===== src/rtl/ref_mon_pkg.sv =====
package ref_mon_pkg;
  typedef enum logic [1:0] {
    RATE_OTHER_A = 2'b00,
    RATE_1544K   = 2'b01,
    RATE_2048K   = 2'b10,
    RATE_OTHER_B = 2'b11
  } nom_rate_e;

  function automatic logic blk_check_en(logic [1:0] sel);
    return (sel == RATE_1544K) || (sel == RATE_2048K);
  endfunction
endpackage


===== src/rtl/ref_mon_sync.sv =====
module ref_mon_sync #(
  parameter int STAGES = 2
) (
  input  logic clk_i,
  input  logic rst_ni,
  input  logic ref_i,
  output logic rise_o
);
  logic [STAGES:0] sh_q;

  always_ff @(posedge clk_i or negedge rst_ni) begin
    if (!rst_ni) sh_q <= '0;
    else         sh_q <= {sh_q[STAGES-1:0], ref_i};
  end

  assign rise_o = sh_q[STAGES-1] & ~sh_q[STAGES];
endmodule


===== src/rtl/ref_mon_period.sv =====
module ref_mon_period #(
  parameter int CNT_W = 16
) (
  input  logic             clk_i,
  input  logic             rst_ni,
  input  logic             rise_i,
  input  logic [CNT_W-1:0] min_i,
  input  logic [CNT_W-1:0] max_i,
  output logic [CNT_W-1:0] cnt_o,
  output logic             meas_o,
  output logic [CNT_W-1:0] len_o,
  output logic             pass_o,
  output logic             fail_o
);
  logic [CNT_W-1:0] cnt_q;
  logic             armed_q;
  logic             out_rng, timeout;

  always_ff @(posedge clk_i or negedge rst_ni) begin
    if (!rst_ni) begin
      cnt_q   <= '0;
      armed_q <= 1'b0;
    end else if (rise_i) begin
      cnt_q   <= '0;
      armed_q <= 1'b1;
    end else if (!(&cnt_q)) begin
      cnt_q <= cnt_q + CNT_W'(1);
    end
  end

  // saturating length: cycles since last edge, this one included
  assign len_o   = (&cnt_q) ? cnt_q : cnt_q + CNT_W'(1);
  assign meas_o  = rise_i & armed_q;
  assign out_rng = (len_o < min_i) || (len_o > max_i);
  assign timeout = armed_q && !rise_i && (cnt_q >= max_i);
  assign pass_o  = meas_o & ~out_rng;
  assign fail_o  = (meas_o & out_rng) | timeout;
  assign cnt_o   = cnt_q;
endmodule


===== src/rtl/ref_mon_block.sv =====
module ref_mon_block #(
  parameter int BLK_W = 20,
  parameter int N_W   = 8
) (
  input  logic             clk_i,
  input  logic             rst_ni,
  input  logic             rise_i,
  input  logic [N_W-1:0]   n_i,
  input  logic [BLK_W-1:0] min_i,
  input  logic [BLK_W-1:0] max_i,
  output logic             start_o,
  output logic             done_o,
  output logic [BLK_W-1:0] len_o,
  output logic             pass_o,
  output logic             fail_o
);
  logic [BLK_W-1:0] cyc_q;
  logic [N_W-1:0]   edge_q;
  logic             armed_q;
  logic             last, out_rng, timeout;
  logic [BLK_W-1:0] cyc_inc;

  assign last    = rise_i && armed_q &&
                   (({1'b0, edge_q} + {{N_W{1'b0}}, 1'b1}) == {1'b0, n_i});
  assign start_o = rise_i && (!armed_q || last);
  assign cyc_inc = (&cyc_q) ? cyc_q : cyc_q + BLK_W'(1);

  always_ff @(posedge clk_i or negedge rst_ni) begin
    if (!rst_ni) begin
      cyc_q   <= '0;
      edge_q  <= '0;
      armed_q <= 1'b0;
    end else if (start_o) begin
      cyc_q   <= '0;
      edge_q  <= '0;
      armed_q <= 1'b1;
    end else begin
      cyc_q <= cyc_inc;
      if (rise_i) edge_q <= edge_q + N_W'(1);
    end
  end

  assign done_o  = last;
  assign len_o   = cyc_inc;
  assign out_rng = (len_o < min_i) || (len_o > max_i);
  assign timeout = armed_q && !last && (cyc_q >= max_i);
  assign pass_o  = last & ~out_rng;
  assign fail_o  = (last & out_rng) | timeout;
endmodule


===== src/rtl/ref_validity_mon.sv =====
module ref_validity_mon
  import ref_mon_pkg::*;
#(
  parameter int CNT_W       = 16,
  parameter int BLK_W       = 20,
  parameter int N_W         = 8,
  parameter int SYNC_STAGES = 2
) (
  input  logic             clk_i,
  input  logic             rst_ni,
  input  logic             ref_i,
  input  logic [1:0]       freq_sel_i,
  input  logic [CNT_W-1:0] per_min_i,
  input  logic [CNT_W-1:0] per_max_i,
  input  logic [N_W-1:0]   blk_n_i,
  input  logic [BLK_W-1:0] blk_min_i,
  input  logic [BLK_W-1:0] blk_max_i,
  output logic             valid_o,
  output logic             fail_o
);
  logic             rise_w;
  logic [CNT_W-1:0] per_cnt_w, per_len_w;
  logic             per_meas_w, per_pass, per_fail;
  logic             blk_start, blk_done_w, blk_pass, blk_fail;
  logic [BLK_W-1:0] blk_len_w;
  logic             blk_en, any_fail, set_valid;
  logic             valid_q, clean_q;

  ref_mon_sync #(.STAGES(SYNC_STAGES)) u_sync (
    .clk_i, .rst_ni, .ref_i, .rise_o(rise_w)
  );

  ref_mon_period #(.CNT_W(CNT_W)) u_per (
    .clk_i, .rst_ni, .rise_i(rise_w), .min_i(per_min_i), .max_i(per_max_i),
    .cnt_o(per_cnt_w), .meas_o(per_meas_w), .len_o(per_len_w),
    .pass_o(per_pass), .fail_o(per_fail)
  );

  ref_mon_block #(.BLK_W(BLK_W), .N_W(N_W)) u_blk (
    .clk_i, .rst_ni, .rise_i(rise_w), .n_i(blk_n_i),
    .min_i(blk_min_i), .max_i(blk_max_i),
    .start_o(blk_start), .done_o(blk_done_w), .len_o(blk_len_w),
    .pass_o(blk_pass), .fail_o(blk_fail)
  );

  assign blk_en    = blk_check_en(freq_sel_i);
  assign any_fail  = per_fail | (blk_en & blk_fail);
  assign set_valid = blk_en ? (blk_pass & clean_q) : per_pass;

  // clean_q: no failure since the current block began
  always_ff @(posedge clk_i or negedge rst_ni) begin
    if (!rst_ni) begin
      valid_q <= 1'b0;
      clean_q <= 1'b0;
    end else begin
      if (any_fail)       valid_q <= 1'b0;
      else if (set_valid) valid_q <= 1'b1;
      if (any_fail)       clean_q <= 1'b0;
      else if (blk_start) clean_q <= 1'b1;
    end
  end

  assign valid_o = valid_q;
  assign fail_o  = ~valid_q;
endmodule


===== config.mk =====
export PLATFORM = sky130hd
export DESIGN_NAME = ref_validity_mon
export DESIGN_NICKNAME = d
export VERILOG_FILES = /design/src/rtl/ref_mon_pkg.sv /design/src/rtl/ref_mon_sync.sv /design/src/rtl/ref_mon_period.sv /design/src/rtl/ref_mon_block.sv /design/src/rtl/ref_validity_mon.sv
export SDC_FILE = /design/constraint.sdc
export NUM_CORES = 1
export LEC_CHECK = 0
export BUFFER_PORTS_ARGS = -buffer_cell sky130_fd_sc_hd__buf_2
export CORE_UTILIZATION = 54
export CTS_BUF_LIST = sky130_fd_sc_hd__clkbuf_4 sky130_fd_sc_hd__clkbuf_8
export DETAILED_ROUTE_END_ITERATION = 8
export GPL_TIMING_DRIVEN = 0
export PLACE_DENSITY_LB_ADDON = 0.2
export SYNTH_ARGS = -nofsm -noshare
export SYNTH_HDL_FRONTEND = slang
export SYNTH_HIERARCHICAL = 1
export SYNTH_SLANG_ARGS = --single-unit

===== constraint.sdc =====
create_clock -name clk_i -period 3.3 [get_ports clk_i]
set_clock_uncertainty 0.15 [all_clocks]
set_input_delay 0 -clock clk_i [delete_from_list [all_inputs] [get_ports clk_i]]
set_output_delay 0 -clock clk_i [all_outputs]
set_load 0.01 [all_outputs]

==> metrics.log, run 1 <==
[metrics] post-synthesis cell count: 641
[metrics] IO Port Bufs: 86
[metrics] sum of routed wire length over all layers: 15.2 mm
[metrics] total half-perimeter wirelength after legalization and detailed placement: 11.3 mm
[metrics] worst setup slack after layout: -0.537 ns
[metrics] TritonRoute pass-1 iters: 5
[metrics] Initial Util: 56.6%
[metrics] CP Max Fanout: 3
[metrics] unrepaired setup endpoints after global routing: true
[metrics] number of global-route vias before repair: 5496
[metrics] fin crit share: 116%
[metrics] clock slew seen by the registers of the worst setup and hold paths: 0.10 ns
[metrics] Worst setup SP type: register
[metrics] Max Slew Vio Count: 0
[metrics] ratio of cells with drive above 1 in the final layout: 29.8%
[metrics] final hold violation count: 0
[metrics] GRT Resource Usage Total: 29.0%
[metrics] worst stage delay on the critical path: 0.37 ns
[metrics] final setup TNS: -1.01 ns
[metrics] placer congestion estimate: 0.912
[metrics] clock sink count: 51
[metrics] total power per unit cell area: 357 nW/um^2
[metrics] run status: complete, but fails checks
[metrics] slowest cell on the critical path: sky130_fd_sc_hd__dfrtp_1
[metrics] Initial DRC Count: 315
[metrics] final number of setup-violating endpoints: 2
[metrics] cell-by-cell trace of the critical path: ha_2 -> and3_4 -> and2_4 -> nand4_1 -> nor2_2 -> xnor2_2 -> ha_1 -> nand4_1 -> nor4_4 -> nand2_1 -> a311o_1 -> a211oi_2 -> a211oi_2 -> a21oi_2 -> o311a_1
[metrics] initial antenna violation count: 0
[metrics] buffer type at the clock tree root: sky130_fd_sc_hd__clkbuf_8
[metrics] Via density: 5.83
[metrics] remaining global-route overflow: 0
[metrics] failing checks: negative setup slack
[metrics] synth-to-layout area growth: 25.3%
[metrics] largest net degree at the start of global routing: 52
[metrics] Min-Delay Path Class: input port to register
[metrics] drt wl/cell: 16.6 microns
[metrics] Worst setup EP type: register
[metrics] CTS Buf Count: 5
[metrics] Clock H-tree levels: 2
[metrics] later-pin clock latency in the skew report: 0.32 ns
[metrics] critical path data arrival time: 3.95 ns
[metrics] Rel. slew slack: 21.9%
[metrics] top-level I/O count: 87
[metrics] count of inserted antenna diode cells: 0
[metrics] Synth Cell Area: 5630 sq um
[metrics] wire length of the first global-routing pass: 25.6 mm
[metrics] Chip Width: 104 microns
[metrics] leakage power: 3.93 nW
[metrics] via count of the routed design: 5353
[metrics] core area: 9950 sq um
[metrics] Bufs on Longest Clock Path: 2
[metrics] antenna-violating nets left: 0
[metrics] net total in the final layout: 977
[metrics] CTS tree: done
[metrics] Layout Utilization: 70.9%
[metrics] Net Count, Synth: 834
[metrics] full die area: 10800 sq um
[metrics] achievable frequency: 261 MHz
[metrics] path type of the worst setup path: register to register
[metrics] Worst EP required: 3.41 ns
[metrics] DRC violations left: 0
[metrics] post-synthesis average cell area: 8.79 sq um
[metrics] maximum vdd ir drop: 0.307 mV
[metrics] Worst Tran Pin Value: 1.17 ns
[metrics] time the final worst path needs with I/O delays and setup: 3.84 ns
[metrics] max-cap viol count: 0
[metrics] number of rows created at floorplan: 36
[metrics] number of warnings printed during yosys synthesis: 6
[metrics] height of the chip: 104 microns
-- final timing paths --
check	from	slack [ns]	cells after the start	endpoint
max in group asynchronous	rst_ni	1.90	2	u_per/cnt_o[10]$_DFF_PN0_
max	u_per/cnt_o[0]$_DFF_PN0_	-0.54	15	valid_o$_DFFE_PN0P_
min in group asynchronous	rst_ni	0.30	2	u_sync/sh_q[1]$_DFF_PN0_
min	freq_sel_i[1]	0.04	4	valid_o$_DFFE_PN0P_
max reg2reg	u_per/cnt_o[0]$_DFF_PN0_	-0.54	15	valid_o$_DFFE_PN0P_
min reg2reg	u_sync/sh_q[0]$_DFF_PN0_	0.22	0	u_sync/sh_q[1]$_DFF_PN0_
-- area by class of cell --
class / count / area [sq um]
Buffer: 9 / 65.1
Clock buffer: 5 / 68.8
Clock inverter: 3 / 71.3
Fill cell: 781 / 2890
Inverter: 90 / 338
Multi-Input combinational cell: 491 / 4250
Sequential cell: 51 / 1290
Tap cell: 133 / 166
Timing Repair Buffer: 136 / 811
-- state kept, by name, summed over array words and instances, names as in the netlist --
name and cells:
u_blk/edge_q 8, u_blk/armed_q 1, u_per/armed_q 1, u_sync/sh_q 3, u_per/cnt_o 16, valid_o 1, u_blk/cyc_q 20, clean_q 1
-- metrics by stage --
step                area (sq um)  hold slack, ns  worst slack, ns  cells  total power [mW]
finish                      7060          0.0372           -0.537    918              2.52
global route                7060          0.0570           -0.695    918              2.70
CTS                         6960          0.0105           -0.339    910              2.49
detailed placement          6270         -0.0316           -0.866    860              1.85
global placement            6270         -0.0376           -0.755    860              1.78
floorplan                   5680          -0.446          -0.0848    641              1.55
-- metal layers --
metal  share of wire [%]  track usage [%]  wire length [microns]
met1                  46             38.0                   6930
met2                  47             48.4                   7210
met3                 5.1             4.51                    778
met4                 1.8             10.3                    277
met5                   0                0                      0
-- worst max-delay path, delay by kind of cell, from the launching register on --
family / cells / cell delay (ns)
flops: 1 / 0.37
fa+ha+maj: 2 / 0.52
compound gates: 5 / 1.10
xor+xnor: 1 / 0.12
simple gates: 7 / 1.51
-- timing repair --
item,in CTS,in global routing
setup buffers,40,8
hold buffers,2,0
resized for setup,52,7
hold endpoints to repair,52,0
endpoints found under the setup margin,2,2
pin swaps,28,8
-- cell usage in the layout (no fill, tap or decap), types with 5 or more instances in the layout --
master and instances:
sky130_fd_sc_hd__a211oi_1 6, sky130_fd_sc_hd__a21boi_1 17, sky130_fd_sc_hd__a21o_1 21, sky130_fd_sc_hd__a21oi_1 35, sky130_fd_sc_hd__and3_1 5, sky130_fd_sc_hd__and4_1 6
sky130_fd_sc_hd__buf_2 86, sky130_fd_sc_hd__buf_4 48, sky130_fd_sc_hd__clkbuf_1 6, sky130_fd_sc_hd__clkbuf_8 5, sky130_fd_sc_hd__dfrtp_1 40, sky130_fd_sc_hd__dfrtp_2 11
sky130_fd_sc_hd__ha_1 104, sky130_fd_sc_hd__inv_1 90, sky130_fd_sc_hd__nand2_1 30, sky130_fd_sc_hd__nand3_1 20, sky130_fd_sc_hd__nand3_2 5, sky130_fd_sc_hd__nand4_1 19
sky130_fd_sc_hd__nor2_1 26, sky130_fd_sc_hd__nor2_2 5, sky130_fd_sc_hd__nor2b_1 17, sky130_fd_sc_hd__nor3_1 6, sky130_fd_sc_hd__nor3b_1 5, sky130_fd_sc_hd__o211ai_1 5
sky130_fd_sc_hd__o21a_1 8, sky130_fd_sc_hd__o21ai_0 11, sky130_fd_sc_hd__o22ai_2 7, sky130_fd_sc_hd__xnor2_1 19, sky130_fd_sc_hd__xor2_1 15
-- report_power, final --
part / total [mW] / switching, mW / internal, mW / leakage, nW
Sequential: 0.830 / 0.120 / 0.710 / 0.627
Combinational: 1.14 / 0.615 / 0.530 / 3.23
Clock: 0.545 / 0.237 / 0.308 / 0.0703
Total: 2.52 / 0.972 / 1.55 / 3.93
(Power assumes the default switching activity.)
==> run 2: changes to the inputs <==
ABC_AREA = 1   (was not set)
==> run 2 against run 1 <==
Sequential share of layout area is 0.17 points higher. First-iteration DRC count is 40% lower. Critical endpoint unchanged. Synthesized area is 0.40% lower. Utilization is 0.35 points lower. Maximum frequency is 9.6% higher. The run still ends with negative setup slack left. Largest power group unchanged. Setup slack better by 0.34 ns. Clock power is 29% lower.
==> metrics.log, run 2 <==
[metrics] CTS tree: done
[metrics] top-level I/O count: 87 (unchanged)
[metrics] Clock H-tree levels: 2 (unchanged)
[metrics] later-pin clock latency in the skew report: 0.31 ns (about the same)
[metrics] remaining global-route overflow: 0 (unchanged)
[metrics] internal power consumption: 1.42 mW (-8.1%)
[metrics] post-synthesis cell count: 791 (+23%)
[metrics] flip-flop count of the largest register after layout: 20 (unchanged)
[metrics] Min-Delay Path Class: input port to register
[metrics] switching share of power: 43.2% (+4.6 points)
[metrics] largest net degree at the start of global routing: 52 (unchanged)
[metrics] achievable frequency: 286 MHz (+9.6%)
[metrics] Bufs on Longest Clock Path: 2 (unchanged)
[metrics] worst path bufs/invs: 4 (+4)
[metrics] time the final worst path needs with I/O delays and setup: 3.50 ns (-0.337 ns)
[metrics] final hold violation count: 0 (unchanged)
[metrics] final number of setup-violating endpoints: 2 (unchanged)
[metrics] destination of the worst register-to-register timing path: valid_o$_DFFE_PN0P_
[metrics] full die area: 10800 sq um (-0.39%)
[metrics] CP Max Fanout: 4 (+1)
[metrics] unrepaired setup endpoints after global routing: true
[metrics] placer congestion estimate: 0.872 (-4.3%)
[metrics] height of the chip: 104 microns (-0.20%)
[metrics] TritonRoute pass-1 iters: 5 (unchanged)
[metrics] number of rows created at floorplan: 36 (unchanged)
[metrics] path type of the worst setup path: register to register
[metrics] Net Count, Synth: 984 (+18%)
[metrics] number of warnings printed during yosys synthesis: 6 (unchanged)
[metrics] Worst setup EP type: register
[metrics] post-synthesis average cell area: 7.09 sq um (-19%)
[metrics] Worst setup SP type: register
[metrics] count of inserted antenna diode cells: 0 (unchanged)
[metrics] number of instances on the worst hold path: 7 (+3)
[metrics] IO Port Bufs: 86 (unchanged)
[metrics] net total in the final layout: 1117 (+14%)
[metrics] buffer type at the clock tree root: sky130_fd_sc_hd__clkbuf_8
[metrics] Chip Width: 104 microns (-0.20%)
[metrics] total half-perimeter wirelength after legalization and detailed placement: 11.0 mm (-2.6%)
[metrics] part of the total power dissipated in sequential elements: 33.5% (+0.5 points)
[metrics] critical path data arrival time: 3.57 ns (-0.38 ns)
[metrics] wire length of the first global-routing pass: 23.2 mm (-9.6%)
[metrics] Pwr Total: 2.50 mW (-0.67%)
[metrics] slowest cell on the critical path: sky130_fd_sc_hd__dfrtp_1
[metrics] antenna-violating nets left: 0 (unchanged)
[metrics] clock group share of total power: 15.4% (-6.2 points)
[metrics] failing checks: negative setup slack
[metrics] initial antenna violation count: 0 (unchanged)
[metrics] CTS Buf Count: 5 (unchanged)
[metrics] Layout Utilization: 70.6% (-0.35 points)
[metrics] worst reg2reg setup slack: -0.20 ns (+0.34 ns)
[metrics] core area: 9910 sq um (-0.45%)
[metrics] run status: complete, but fails checks
[metrics] Rel. slew slack: 18.3% (-3.6 points)
[metrics] clock slew seen by the registers of the worst setup and hold paths: 0.11 ns (about the same)
[metrics] delay-heaviest family, CP: simple AND/OR/NAND/NOR gates
[metrics] drt wl/cell: 13.6 microns (-18%)
[metrics] via count of the routed design: 5602 (+4.7%)
[metrics] ratio of cells with drive above 1 in the final layout: 25.9% (-3.9 points)
[metrics] Switch Pwr: 1.08 mW (+11%)
[metrics] maximum vdd ir drop: 0.210 mV (-32%)
[metrics] dominant cell type by count on the critical path: sky130_fd_sc_hd__nand2_1
[metrics] GRT Resource Usage Total: 25.9% (-3.1 points)
[metrics] Synth Cell Area: 5610 sq um (-0.40%)
[metrics] total power per unit cell area: 358 nW/um^2 (+0.27%)
[metrics] sum of routed wire length over all layers: 14.3 mm (-5.7%)
[metrics] synth-to-layout area growth: 24.7%
[metrics] worst setup slack after layout: -0.200 ns (+0.337 ns)
[metrics] worst stage delay on the critical path: 0.43 ns (+0.06 ns)
[metrics] Comb power frac: 51.1% (+5.7 points)
[metrics] clock sink count: 51 (unchanged)
[metrics] fin crit share: 106% (-10 points)
[metrics] leakage power: 3.98 nW (+1.2%)
[metrics] top register by number of flip-flops: u_blk/cyc_q
[metrics] Worst Tran Pin Value: 1.23 ns (+0.0547 ns)
[metrics] commonest cells after routing, fill and taps aside: sky130_fd_sc_hd__inv_1, sky130_fd_sc_hd__nand2_1, sky130_fd_sc_hd__ha_1
[metrics] number of global-route vias before repair: 5550 (+0.98%)
[metrics] critical register-to-register path startpoint: u_per/cnt_o[1]$_DFF_PN0_
[metrics] R2R depth: 26 (+11)
[metrics] end point of the worst hold path: u_blk/edge_q[7]$_DFFE_PN0P_
[metrics] Max Slew Vio Count: 0 (unchanged)
[metrics] most common library cell in the layout ignoring fill and taps: sky130_fd_sc_hd__inv_1
[metrics] Via density: 5.29 (-9.2%)
[metrics] Worst EP required: 3.37 ns (-0.04 ns)
[metrics] Initial Util: 56.6% (about the same)
[metrics] DRC violations left: 0 (unchanged)
[metrics] max-cap viol count: 0 (unchanged)
[metrics] Setup WS pre-CTS: -0.571 ns (+0.295 ns)
[metrics] Initial DRC Count: 189 (-40%)
[metrics] startpoint of the worst hold path: blk_n_i[6]
[run 2: cell count changes in the layout (fill, tap and decap cells not counted), moves of 8 or more]
cell                       before  now
sky130_fd_sc_hd__nand2_2        1   17
sky130_fd_sc_hd__buf_4         48   35
sky130_fd_sc_hd__o21ai_0       11   21
sky130_fd_sc_hd__nand3_1       20   30
sky130_fd_sc_hd__xnor2_1       19    8
sky130_fd_sc_hd__a21oi_1       35   60
sky130_fd_sc_hd__nor3_1         6   14
sky130_fd_sc_hd__a21boi_1      17    0
sky130_fd_sc_hd__a21o_1        21    0
sky130_fd_sc_hd__inv_2          0   13
sky130_fd_sc_hd__nand2_1       30  137
sky130_fd_sc_hd__nor2b_1       17    0
sky130_fd_sc_hd__nor2_1        26   69
sky130_fd_sc_hd__inv_1         90  145
[run 2: area by class of cell]
cell class | instances | area, sq um
clock inverter | 3 | 25.0
buffer | 7 | 51.3
sequential | 51 | 1290
tap | 133 | 166
fill | 801 | 2910
timing repair buffer | 126 | 743
multi-input combinational | 575 | 4060
clock buffer | 5 | 68.8
inverter | 158 | 593
[run 2: worst max-delay path by stage]
stage                                  start  slack [ns]  depth (start not counted)                  end
detailed placement  u_blk/cyc_q[0]$_DFF_PN0_       -0.57                         26  valid_o$_DFFE_PN0P_
floorplan           u_blk/cyc_q[0]$_DFF_PN0_         0.1                         26  valid_o$_DFFE_PN0P_
finish              u_per/cnt_o[1]$_DFF_PN0_       -0.20                         26  valid_o$_DFFE_PN0P_
CTS                 u_blk/cyc_q[0]$_DFF_PN0_       -0.19                         24  valid_o$_DFFE_PN0P_
global route        u_blk/cyc_q[5]$_DFF_PN0_       -0.43                         22  valid_o$_DFFE_PN0P_
global placement    u_blk/cyc_q[0]$_DFF_PN0_       -0.50                         26  valid_o$_DFFE_PN0P_
[run 2: worst min-delay path: cells and delay by family]
kind	cells	cell delay, ns
AND/OR/NAND/NOR	5	0.40
buffers and inverters	1	0.09
AO/OA/AOI/OAI	1	0.07
[run 2: metal layers]
metal  part of all wire (%)  GRT usage, %
met5                      0             0
met4                    3.8          11.1
met3                    5.0          3.70
met2                     50          48.0
met1                     42          29.4
[run 2: repair_timing]
item / 4_1_cts / 5_1_grt
setup buffers: 12 / 23
pin swaps: 14 / 39
resized for setup: 29 / 62
hold endpoints to repair: 54 / 0
endpoints found under the setup margin: 2 / 2
hold buffers: 5 / 0
[run 2: power by group through the flow]
stage | combinational (mW) | clock (mW) | sequential (mW)
2_1_floorplan | 0.790 | 0 | 0.817
6_report | 1.28 | 0.385 | 0.839
5_1_grt | 1.46 | 0.425 | 0.853
3_3_place_gp | 1.00 | 0 | 0.840
3_5_place_dp | 1.06 | 0 | 0.845
4_1_cts | 1.18 | 0.398 | 0.819
[run 2: stage by stage]
step,area (sq um),setup TNS [ns],std cells,hold WS (ns)
after detailed placement,6210,-1.05,1010,-0.0391
after floorplan,5610,0,791,-0.446
after global routing,7000,-0.750,1058,0.167
after global placement,6210,-0.915,1010,-0.0421
final,7000,-0.313,1058,0.128
after CTS,6560,-0.289,1035,0.122
==> run 3: changes to the inputs <==
CORE_MARGIN = 3   (was not set)
==> run 3 against run 2 <==
The run still ends with negative setup slack left. Maximum frequency fell by 1.8%. Flip-flop and latch count did not move. Register-to-register slack got worse by 0.07 ns. First-iteration DRC count rose by 63%. Final cell count fell by 0.28%. Cell area fell by 2.2%. Hold slack got worse by 0.024 ns.
==> metrics.log, run 3 (same netlist as run 2, synthesis figures left out) <==
[metrics] clock sink count: 51 (unchanged)
[metrics] startpoint of the worst hold path: blk_n_i[6]
[metrics] net total in the final layout: 1114 (-0.27%)
[metrics] max-cap viol count: 0 (unchanged)
[metrics] commonest cells after routing, fill and taps aside: sky130_fd_sc_hd__inv_1, sky130_fd_sc_hd__nand2_1, sky130_fd_sc_hd__ha_1
[metrics] number of rows created at floorplan: 36 (unchanged)
[metrics] fin crit share: 108% (+2.0 points)
[metrics] core area: 9950 sq um (+0.45%)
[metrics] count of inserted antenna diode cells: 0 (unchanged)
[metrics] placer congestion estimate: 0.947 (+8.5%)
[metrics] Worst setup SP type: register
[metrics] Cells after DPL: 1010 (unchanged)
[metrics] destination of the worst register-to-register timing path: valid_o$_DFFE_PN0P_
[metrics] sum of routed wire length over all layers: 14.6 mm (+1.9%)
[metrics] CTS tree: done
[metrics] top register by number of flip-flops: u_blk/cyc_q
[metrics] area post-placement: 6210 sq um (unchanged)
[metrics] most common library cell in the layout ignoring fill and taps: sky130_fd_sc_hd__inv_1
[metrics] remaining global-route overflow: 0 (unchanged)
[metrics] synth-to-layout area growth: 21.9%
[metrics] ratio of cells with drive above 1 in the final layout: 23.9% (-2.1 points)
[metrics] wire length of the first global-routing pass: 23.2 mm (about the same)
[metrics] Clock H-tree levels: 2 (unchanged)
[metrics] total half-perimeter wirelength after legalization and detailed placement: 11.4 mm (+3.6%)
[metrics] clock slew seen by the registers of the worst setup and hold paths: 0.11 ns (about the same)
[metrics] post-route non-filler standard cell count: 1055 (-0.28%)
[metrics] path type of the worst setup path: register to register
[metrics] number of filler instances in the final layout: 849 (+6.0%)
[metrics] end point of the worst hold path: u_blk/edge_q[5]$_DFFE_PN0P_
[metrics] Rel. slew slack: 22.7% (+4.5 points)
[metrics] Initial DRC Count: 309 (+63%)
[metrics] flip-flop count of the largest register after layout: 20 (unchanged)
[metrics] number of global-route vias before repair: 5327 (-4.0%)
[metrics] slowest cell on the critical path: sky130_fd_sc_hd__dfrtp_1
[metrics] DRC violations left: 0 (unchanged)
[metrics] Post-Layout Inst Area: 6840 sq um (-2.2%)
[metrics] via count of the routed design: 5616 (+0.25%)
[metrics] achievable frequency: 280 MHz (-1.8%)
[metrics] drt wl/cell: 13.8 microns (+2.2%)
[metrics] critical register-to-register path startpoint: u_per/cnt_o[9]$_DFF_PN0_
[metrics] unrepaired setup endpoints after global routing: true
[metrics] CTS Buf Count: 5 (unchanged)
[metrics] final hold violation count: 0 (unchanged)
[metrics] full die area: 11700 sq um (+7.8%)
[metrics] TritonRoute pass-1 iters: 5 (unchanged)
[metrics] Max Slew Vio Count: 0 (unchanged)
[metrics] worst reg2reg setup slack: -0.27 ns (-0.07 ns)
[metrics] total power per unit cell area: 353 nW/um^2 (-1.4%)
[metrics] CP Max Fanout: 4 (unchanged)
[metrics] worst stage delay on the critical path: 0.45 ns (+0.02 ns)
[metrics] number of instances on the worst hold path: 7 (unchanged)
[metrics] Bufs on Longest Clock Path: 2 (unchanged)
[metrics] worst setup slack after layout: -0.266 ns (-0.0658 ns)
[metrics] failing checks: negative setup slack
[metrics] critical path data arrival time: 3.64 ns (+0.07 ns)
[metrics] IO Port Bufs: 86 (unchanged)
[metrics] R2R depth: 28 (+7.7%)
[metrics] Via density: 5.32 (+0.53%)
[metrics] Initial Util: 56.4% (-0.26 points)
[metrics] later-pin clock latency in the skew report: 0.32 ns (about the same)
[metrics] Worst Tran Pin Value: 1.16 ns (-0.0671 ns)
[metrics] Min-Delay Path Class: input port to register
[metrics] largest net degree at the start of global routing: 52 (unchanged)
[metrics] Chip Width: 108 microns (+3.8%)
[metrics] final number of setup-violating endpoints: 2 (unchanged)
[metrics] area of all sequential standard cells: 1280 sq um (-0.49%)
[metrics] Worst EP required: 3.37 ns (about the same)
[metrics] GRT Resource Usage Total: 24.2% (-1.6 points)
[metrics] top-level I/O count: 87 (unchanged)
[metrics] multi-input logic area: 3940 sq um (-2.9%)
[metrics] worst hold-check slack: 0.104 ns (-0.0236 ns)
[metrics] Worst setup EP type: register
[metrics] antenna-violating nets left: 0 (unchanged)
[metrics] Layout Utilization: 68.7% (-1.9 points)
[metrics] height of the chip: 108 microns (+3.8%)
[metrics] run status: complete, but fails checks
[metrics] leakage power: 3.93 nW (-1.2%)
[metrics] initial antenna violation count: 0 (unchanged)
[metrics] maximum vdd ir drop: 0.253 mV (+20%)
[metrics] buffer type at the clock tree root: sky130_fd_sc_hd__clkbuf_8
[metrics] time the final worst path needs with I/O delays and setup: 3.57 ns (+0.0658 ns)
-- run 3: cell types whose count changed in the layout (fill, tap and decap cells not counted), sizes merged --
cell,delta
inv,+2
clkinv,-1
buf,-2
clkinvlp,-1
dlygate4sd3,-1
-- run 3: layout make-up --
class                      instances  area share (%)
buffer                             7           0.658
clock buffer                       5            1.01
clock inverter                     3           0.384
inverter                         158            8.67
multi-input combinational        575            57.6
sequential                        51            18.8
tap                              133            2.43
timing repair buffer             123            10.5
-- run 3: worst max-delay path: cells and delay by family, from the launching register on --
kind,cells,cell delay (ns)
simple gates,17,1.80
buf+inv,8,0.54
flops,1,0.45
fa+ha+maj,1,0.29
compound gates,2,0.23
-- run 3: power breakdown --
group / leakage (nW) / internal (mW) / total, mW / switching (mW)
logic: 3.22 / 0.484 / 1.18 / 0.694
clock network: 0.0491 / 0.157 / 0.395 / 0.238
registers: 0.655 / 0.721 / 0.840 / 0.119
-- run 3: per-stage QoR --
| step | setup TNS (ns) | total power [mW] | setup slack [ns] |
|---|---|---|---|
| after floorplan | 0 | 1.61 | 0.0997 |
| after global routing | -0.903 | 2.65 | -0.509 |
| after global placement | -1.09 | 1.83 | -0.592 |
| final | -0.445 | 2.41 | -0.266 |
| after detailed placement | -1.22 | 1.90 | -0.652 |
| after CTS | -0.436 | 2.37 | -0.268 |
-- run 3: what timing repair did --
item                                    CTS  global route
hold buffers                              4             0
gates resized for setup                  25            41
endpoints found under the hold margin    54             0
pin swaps                                22            31
buffers inserted                          8            25
endpoints found under the setup margin    2             2
gates cloned                              0             0
-- run 3: worst max-delay path by stage --
stage | from | endpoint
after floorplan | u_blk/cyc_q[0]$_DFF_PN0_ | valid_o$_DFFE_PN0P_
after global placement | u_blk/cyc_q[1]$_DFF_PN0_ | valid_o$_DFFE_PN0P_
after detailed placement | u_blk/cyc_q[1]$_DFF_PN0_ | valid_o$_DFFE_PN0P_
after CTS | u_blk/cyc_q[1]$_DFF_PN0_ | valid_o$_DFFE_PN0P_
after global routing | u_blk/cyc_q[4]$_DFF_PN0_ | valid_o$_DFFE_PN0P_
final | u_per/cnt_o[9]$_DFF_PN0_ | valid_o$_DFFE_PN0P_
-- run 3: layer usage --
layer  global-route usage [%]  routed length, microns
met2                     42.4                    7240
met1                     31.5                    6260
met5                        0                       0
met3                     2.63                     792
met4                     7.57                     310
